<file path="src/rtl/irq_bank_ctrl.sv">
module irq_bank_ctrl #(
  parameter int NUM_BANKS = 5,
  parameter int ADDR_W = 8,
  parameter logic [NUM_BANKS*32-1:0] POL_RST = '1,
  parameter logic [NUM_BANKS*32-1:0] EDGE_RST = 'h0000_e000
) (
  input  logic                    clk,
  input  logic                    rst_n,
  input  logic                    reg_sel,
  input  logic                    reg_wr,
  input  logic [ADDR_W-1:0]       reg_addr,
  input  logic [31:0]             reg_wdata,
  output logic [31:0]             reg_rdata,
  input  logic [NUM_BANKS*32-1:0] src_in,
  output logic [NUM_BANKS-1:0]    irq_out
);
  localparam int W = NUM_BANKS * 32;
  localparam int STRIDE = 24;
  localparam logic [ADDR_W-1:0] O_STAT = ADDR_W'(0);
  localparam logic [ADDR_W-1:0] O_EN   = ADDR_W'(4);
  localparam logic [ADDR_W-1:0] O_SET  = ADDR_W'(8);
  localparam logic [ADDR_W-1:0] O_CLR  = ADDR_W'(12);
  localparam logic [ADDR_W-1:0] O_POL  = ADDR_W'(16);
  localparam logic [ADDR_W-1:0] O_MODE = ADDR_W'(20);

  logic [W-1:0] en_q, pol_q, mode_q, pend_q, pend_d;
  logic [W-1:0] s1, s2, s3;
  logic [W-1:0] act, act_prev, status, set_m, clr_m;
  logic [NUM_BANKS-1:0] hit, st_en, st_pol, st_mode;
  logic [ADDR_W-1:0] off [NUM_BANKS];

  assign act      = ~(s2 ^ pol_q);
  assign act_prev = ~(s3 ^ pol_q);
  assign status   = pend_q | (~mode_q & act);
  assign pend_d   = (pend_q & ~clr_m) | set_m | (mode_q & act & ~act_prev);

  for (genvar b = 0; b < NUM_BANKS; b++) begin : g_bank
    localparam logic [ADDR_W-1:0] BASE = ADDR_W'(b * STRIDE);
    localparam logic [ADDR_W-1:0] TOP  = ADDR_W'(b * STRIDE + STRIDE);
    logic wr_b;
    assign hit[b]  = (reg_addr >= BASE) && (reg_addr < TOP);
    assign off[b]  = reg_addr - BASE;
    assign wr_b    = reg_sel & reg_wr & hit[b];
    assign st_en[b]   = wr_b && (off[b] == O_EN);
    assign st_pol[b]  = wr_b && (off[b] == O_POL);
    assign st_mode[b] = wr_b && (off[b] == O_MODE);
    assign set_m[b*32 +: 32] = (wr_b && off[b] == O_SET) ? reg_wdata : 32'h0;
    assign clr_m[b*32 +: 32] = (wr_b && off[b] == O_CLR) ? reg_wdata : 32'h0;
    assign irq_out[b] = |(status[b*32 +: 32] & en_q[b*32 +: 32]);
  end

  always_ff @(posedge clk or negedge rst_n) begin
    if (!rst_n) begin
      s1     <= '0;
      s2     <= '0;
      s3     <= '0;
      en_q   <= '0;
      pol_q  <= POL_RST;
      mode_q <= EDGE_RST;
      pend_q <= '0;
    end else begin
      s1     <= src_in;
      s2     <= s1;
      s3     <= s2;
      pend_q <= pend_d;
      for (int b = 0; b < NUM_BANKS; b++) begin
        if (st_en[b])   en_q[b*32 +: 32]   <= reg_wdata;
        if (st_pol[b])  pol_q[b*32 +: 32]  <= reg_wdata;
        if (st_mode[b]) mode_q[b*32 +: 32] <= reg_wdata;
      end
    end
  end

  always_comb begin
    reg_rdata = 32'h0;
    for (int b = 0; b < NUM_BANKS; b++) begin
      if (reg_sel && hit[b]) begin
        case (off[b])
          O_STAT:  reg_rdata = status[b*32 +: 32];
          O_EN:    reg_rdata = en_q[b*32 +: 32];
          O_POL:   reg_rdata = pol_q[b*32 +: 32];
          O_MODE:  reg_rdata = mode_q[b*32 +: 32];
          default: reg_rdata = 32'h0;
        endcase
      end
    end
  end
endmodule

</file>
<file path="config.mk">
export PLATFORM = sky130hd
export DESIGN_NAME = irq_bank_ctrl
export DESIGN_NICKNAME = d
export VERILOG_FILES = /design/src/rtl/irq_bank_ctrl.sv
export SDC_FILE = /design/constraint.sdc
export NUM_CORES = 2
export LEC_CHECK = 0
export BUFFER_PORTS_ARGS = -buffer_cell sky130_fd_sc_hd__buf_4
export CAP_MARGIN = 20
export CELL_PAD_IN_SITES_DETAIL_PLACEMENT = 1
export CELL_PAD_IN_SITES_GLOBAL_PLACEMENT = 1
export CORE_ASPECT_RATIO = 0.7
export CORE_UTILIZATION = 50
export CTS_CLUSTER_SIZE = 14
export DETAILED_ROUTE_END_ITERATION = 10
export GPL_ROUTABILITY_DRIVEN = 1
export PLACE_DENSITY = 0.82
export RECOVER_POWER = 50
export SYNTH_ARGS = -nofsm -noshare
export SYNTH_HDL_FRONTEND = slang
export SYNTH_SLANG_ARGS = --single-unit
</file>
<file path="constraint.sdc">
create_clock -name clk -period 3.85 [get_ports clk]
set_clock_uncertainty 0.1 [all_clocks]
set_input_delay 0.1925 -clock clk [delete_from_list [all_inputs] [get_ports clk]]
set_output_delay 0.1925 -clock clk [all_outputs]
set_load 0.02 [all_outputs]
</file>
After elaboration in Yosys (flattened, before gate mapping) --
Index checks and enable logic that the tools add are counted.
Operators by class: add/subtract/negate cells 4, $lt $le $gt $ge 10, eq/ne operators 25, multiplexer cells 20, bitwise logic cells 25, reductions and logical operators 45
Operators by type and width (number):
- inverter 160 bit | 5
- bitwise AND 160 bit | 4
- one-hot mux 32 bit (4 select lines) | 5
- two-way mux 32 bit | 15
- OR 160 bit | 3
- XOR 160 bit | 2
- bitwise AND 32 bit | 5
- OR reduction 32 bit | 5
- equality test 8 x 4 -> 1 bit, second input constant | 10
- equality test 8 x 5 -> 1 bit, second input constant | 10
- equality test 8 x 3 -> 1 bit, second input constant | 5
- logical NOT 8 bit | 5
- logical AND 1 bit | 35
- < comparator 8 x 7 -> 1 bit, second input constant | 3
- greater-or-equal comparator 8 x 7 -> 1 bit, second input constant | 2
- subtractor 8 x 7 -> 8 bit, second input constant | 2
- greater-or-equal comparator 8 x 1 -> 1 bit, second input constant | 1
- greater-or-equal comparator 8 x 5 -> 1 bit, second input constant | 1
- greater-or-equal comparator 8 x 6 -> 1 bit, second input constant | 1
- < comparator 8 x 5 -> 1 bit, second input constant | 1
- < comparator 8 x 6 -> 1 bit, second input constant | 1
- subtractor 8 x 5 -> 8 bit, second input constant | 1
- subtractor 8 x 6 -> 8 bit, second input constant | 1
- bitwise AND 1 bit | 6
Storage, ports and cells: flip-flop bits (word level) 1120

Longest topological paths before layout --
word-level depth 10, mapped depth 15

Least setup slack after synthesis --
Ideal clock, no wire load.
path type input -> output, start in reg_addr[4], end out reg_rdata[16], data arrival time 3.156 ns, data required time 3.557 ns, slack 0.401 ns, cell stages on the path 15, path buffers 7, cell sequence buf_2 > inv_1 > clkbuf_1 > clkbuf_1 > ha_1 > buf_2 > nor4b_1 > and2_1 > clkbuf_1 > clkbuf_1 > buf_2 > nand2_1 > o21ai_0 > a22oi_1 > o211ai_1
Between the ends: word-level cells in the longest chain between the ends 8
Ends and longest elaborated chain:
- start, declared | RTL line 11 | input logic [ADDR_W-1:0] reg_addr,
- branches (longest 7 deep; another with subtractor 8 x 5 -> 8 bit)
- two-way mux 32 bit (*) | RTL line 77 | if (reg_sel && hit[b]) begin
- end, declared | RTL line 13 | output logic [31:0] reg_rdata,
Every way passes the cells marked *.

Worst setup path after layout --
start reg pol_q[117], end out irq_out[3]
Between the ends: word-level cells in the longest chain between the ends 6
Ends and longest elaborated chain:
- start, declared | RTL line 26 | logic [W-1:0] en_q, pol_q, mode_q, pend_q, pend_d;
- start signal, assigned by index | RTL line 68 | if (st_pol[b]) pol_q[b*32 +: 32] <= reg_wdata;
- XOR 160 bit | RTL line 32 | assign act = ~(s2 ^ pol_q);
- inverter 160 bit | RTL line 32
- bitwise AND 160 bit | RTL line 34 | assign status = pend_q | (~mode_q & act);
- OR 160 bit | RTL line 34
- bitwise AND 32 bit | RTL line 49 | assign irq_out[b] = |(status[b*32 +: 32] & en_q[b*32 +: 32]);
- OR reduction 32 bit | RTL line 49
- end, declared | RTL line 15 | output logic [NUM_BANKS-1:0] irq_out
No other way between the ends.

==> out/qor.csv <==
stage;metric;value;unit
finish;fraction of layout cells with a size suffix above 1;0.265;
power_and_ir_drop;Psw;6.78;mW
power_and_ir_drop;leak pwr;27.1;nW
clocking;root buffer cell;clkbuf_16;
global_route;Overflow after GRT;0;
sta;Setup WS post-layout;105;ps
die;die height;266;um
yosys;Synth top area share;0.481;
global_route;GRT Total Usage;0.389;
clocking;clk sinks;1120;
clocking;Post-CTS Setup Inserts;0;
clocking;H-tree depth;3;
run;max_cap viols;1;
place;dpl hpwl;121000;um
yosys;Post-synth EDFFs;0;
yosys;Syn Area/Cell;11.7;um^2
global_route;initial antenna violation count;15;
power_and_ir_drop;Gate power share;0.082;
power_and_ir_drop;VDD IR max;0.000414;V
die;Die X;379;um
finish;most common cell after layout, fill and taps aside;dfrtp_1;
finish;Final Util;0.612;
finish;most frequent cells in the layout;dfrtp_1 (957), nand2_1 (491), mux2_2 (469);
place;Place WS;562;ps
critical_path;Setup CP Type;reg -> out;
power_and_ir_drop;Clk pwr share;0.440;
sta;unrepaired setup endpoints after global routing;false;
critical_path;critical path required time;3560;ps
detailed_routing;routed via count;40500;
clocking;Clock Tree Buf Depth;3;
detailed_routing;drt drc;0;
place;Port Buf Inserts;240;
die;Placeable Area;98400;um^2
yosys;ys async rst share;1.00;
power_and_ir_drop;Switching Fraction;0.257;
yosys;Syn Inst Count;4260;
outcome;status;finished with violations;
detailed_routing;First DRT Iteration DRCs;4217;
place;routability cong.;0.957;
clocking;Num CTS Buffers;109;
sta;Final Cycle Share;0.973;
sta;setup_tns;0;ps
global_route;vias in the first global route;43000;
die;Initial Utilization;0.506;
power_and_ir_drop;Pint;19.6;mW
sta;Slew Limit Fails;83;
detailed_routing;Vias/cell;6.52;
yosys;Top FF cell, synth;dfrtp_1;
detailed_routing;DRT antenna net count;0;
critical_path;Critical Path Fanout Max;4;
sta;Min Hold Slack;26.5;ps
global_route;first-pass GRT wire length;288000;um
critical_path;worst path arrival time;3450;ps
sta;final setup fails;0;
die;Die ar.;101000;um^2
sta;minimum clock period;3740;ps
detailed_routing;drt first pass iters;5;
yosys;Synthesized Nets;4472;
global_route;largest net degree at the start of global routing;98;
die;Rows;96;
min_path;Hold Path Class;in -> reg;
yosys;post-synthesis cell area;49800;um^2
critical_path;CP endpoint kind;output pin;
detailed_routing;drt wl/cell;31.3;um
yosys;post-synthesis sequential area ratio;0.567;
clocking;clock slew at reported path FFs;70;ps
sta;relative slew slack;-1.22;
power_and_ir_drop;sequential power share;0.478;
sta;Worst-Margin Slew;3330;ps
sta;fmax;0.267;GHz
clocking;TritonCTS clock tree;yes;
yosys;Synth area leaders;dfrtp_1 (48%), mux2_2 (11%), dfstp_2 (8.6%), nand2_1 (3.7%), o21ai_0 (3.2%);
yosys;synth warn;0;
power_and_ir_drop;Pwr Density;439;nW/um^2
yosys;Netlist cell types;82;
yosys;Yosys reg bits;1120;
clocking;Skew-Pair Late Insertion Delay;740;ps
die;I/O Pins;241;
sta;final hold vios;0;
yosys;post-synth top area cell;dfrtp_1;
critical_path;CP Launch Type;flop;
finish;Synth-to-Final Area Change;20.8;%
detailed_routing;Total Wirelength;194000;um
outcome;failing checks;capacitance limit, slew limit;
finish;number of nets in the layout;4997;
layout make-up:
class	count	area [um^2]
Timing Repair Buffer	656	5860
Inverter	48	181
Multi-Input combinational cell	2850	20500
Fill cell	9850	38200
Sequential cell	1120	28200
Antenna cell	4	10.0
Tap cell	1323	1660
Clock buffer	167	3280
Clock inverter	40	498
critical path: stages (launching register included):
cell and delay, ps:
dfstp_2 560, or2_2 140, a21oi_1 60, o21ai_0 760, nand4_1 200, nor4_1 490, nand2_1 270, buf_4 230
Yosys cell counts (all sizes together), types with 29 or more instances:
library cell and number:
a21boi 65, a21o 29, a21oi 136, a221o 139, a22o 35, a22oi 92
and2 43, buf 111, clkbuf 131, dfrtp 957, dfstp 163, inv 48
mux2 492, mux2i 139, nand2 491, nand3 38, nor2 236, nor2b 60
nor3 36, o21ai 322, o21bai 88, or2 67, xor2 55
cell families (layout without fill, tap and decap cells):
kind of cell / count (synthesis) / in the layout / share of synthesized area
compound gates: 1072 / 1072 / 0.148
buf+inv: 290 / 911 / 0.0246
simple gates: 1051 / 1051 / 0.0969
other cells: 0 / 4 / 0
mux: 657 / 657 / 0.151
fa+ha+maj: 8 / 8 / 0.00201
xor+xnor: 62 / 62 / 0.0109
flops: 1120 / 1120 / 0.567
stage by stage:
step	instances	area, um^2	power [mW]
finish	6208	60200	26.4
global route	6206	60200	27.1
CTS	6203	60200	26.2
detailed placement	5706	53600	14.6
global placement	5705	53500	14.5
floorplan	4260	49800	13.5
repair_timing:
item                                   CTS  global route
endpoints found under the hold margin  859             1
hold buffers                           290             1
setup endpoints to repair                0             1
resized for setup                        0             1
per-layer routing:
layer | GRT usage | share of wire
met2 | 0.597 | 0.45
met1 | 0.510 | 0.39
met5 | 0 | 0.00017
met4 | 0.190 | 0.055
met3 | 0.107 | 0.10
power by group through the flow:
stage / clock network, mW / registers, mW / logic (mW)
3_5_place_dp: 0 / 12.8 / 1.83
6_report: 11.6 / 12.6 / 2.17
3_3_place_gp: 0 / 12.7 / 1.77
4_1_cts: 11.5 / 12.6 / 2.10
5_1_grt: 12.1 / 12.6 / 2.31
2_1_floorplan: 0 / 12.6 / 0.894
worst paths after layout:
check                             end  depth (start not counted)       start  slack (ps)
min in group asynchronous  pend_q[56]                          2       rst_n        1020
min reg2reg                   s2[117]                          0     s1[117]         240
max reg2reg                pend_q[50]                          5   pol_q[50]        2250
min                            s1[88]                          2  src_in[88]          30
max                        irq_out[3]                          7  pol_q[117]         110
max in group asynchronous      s3[30]                          3       rst_n         610
state kept, by name (all words and copies together), names as in the netlist:
signal  count
en_q      160
mode_q    160
pend_q    160
pol_q     160
s1        160
s2        160
s3        160
Power figures use the tool's default switching activity.
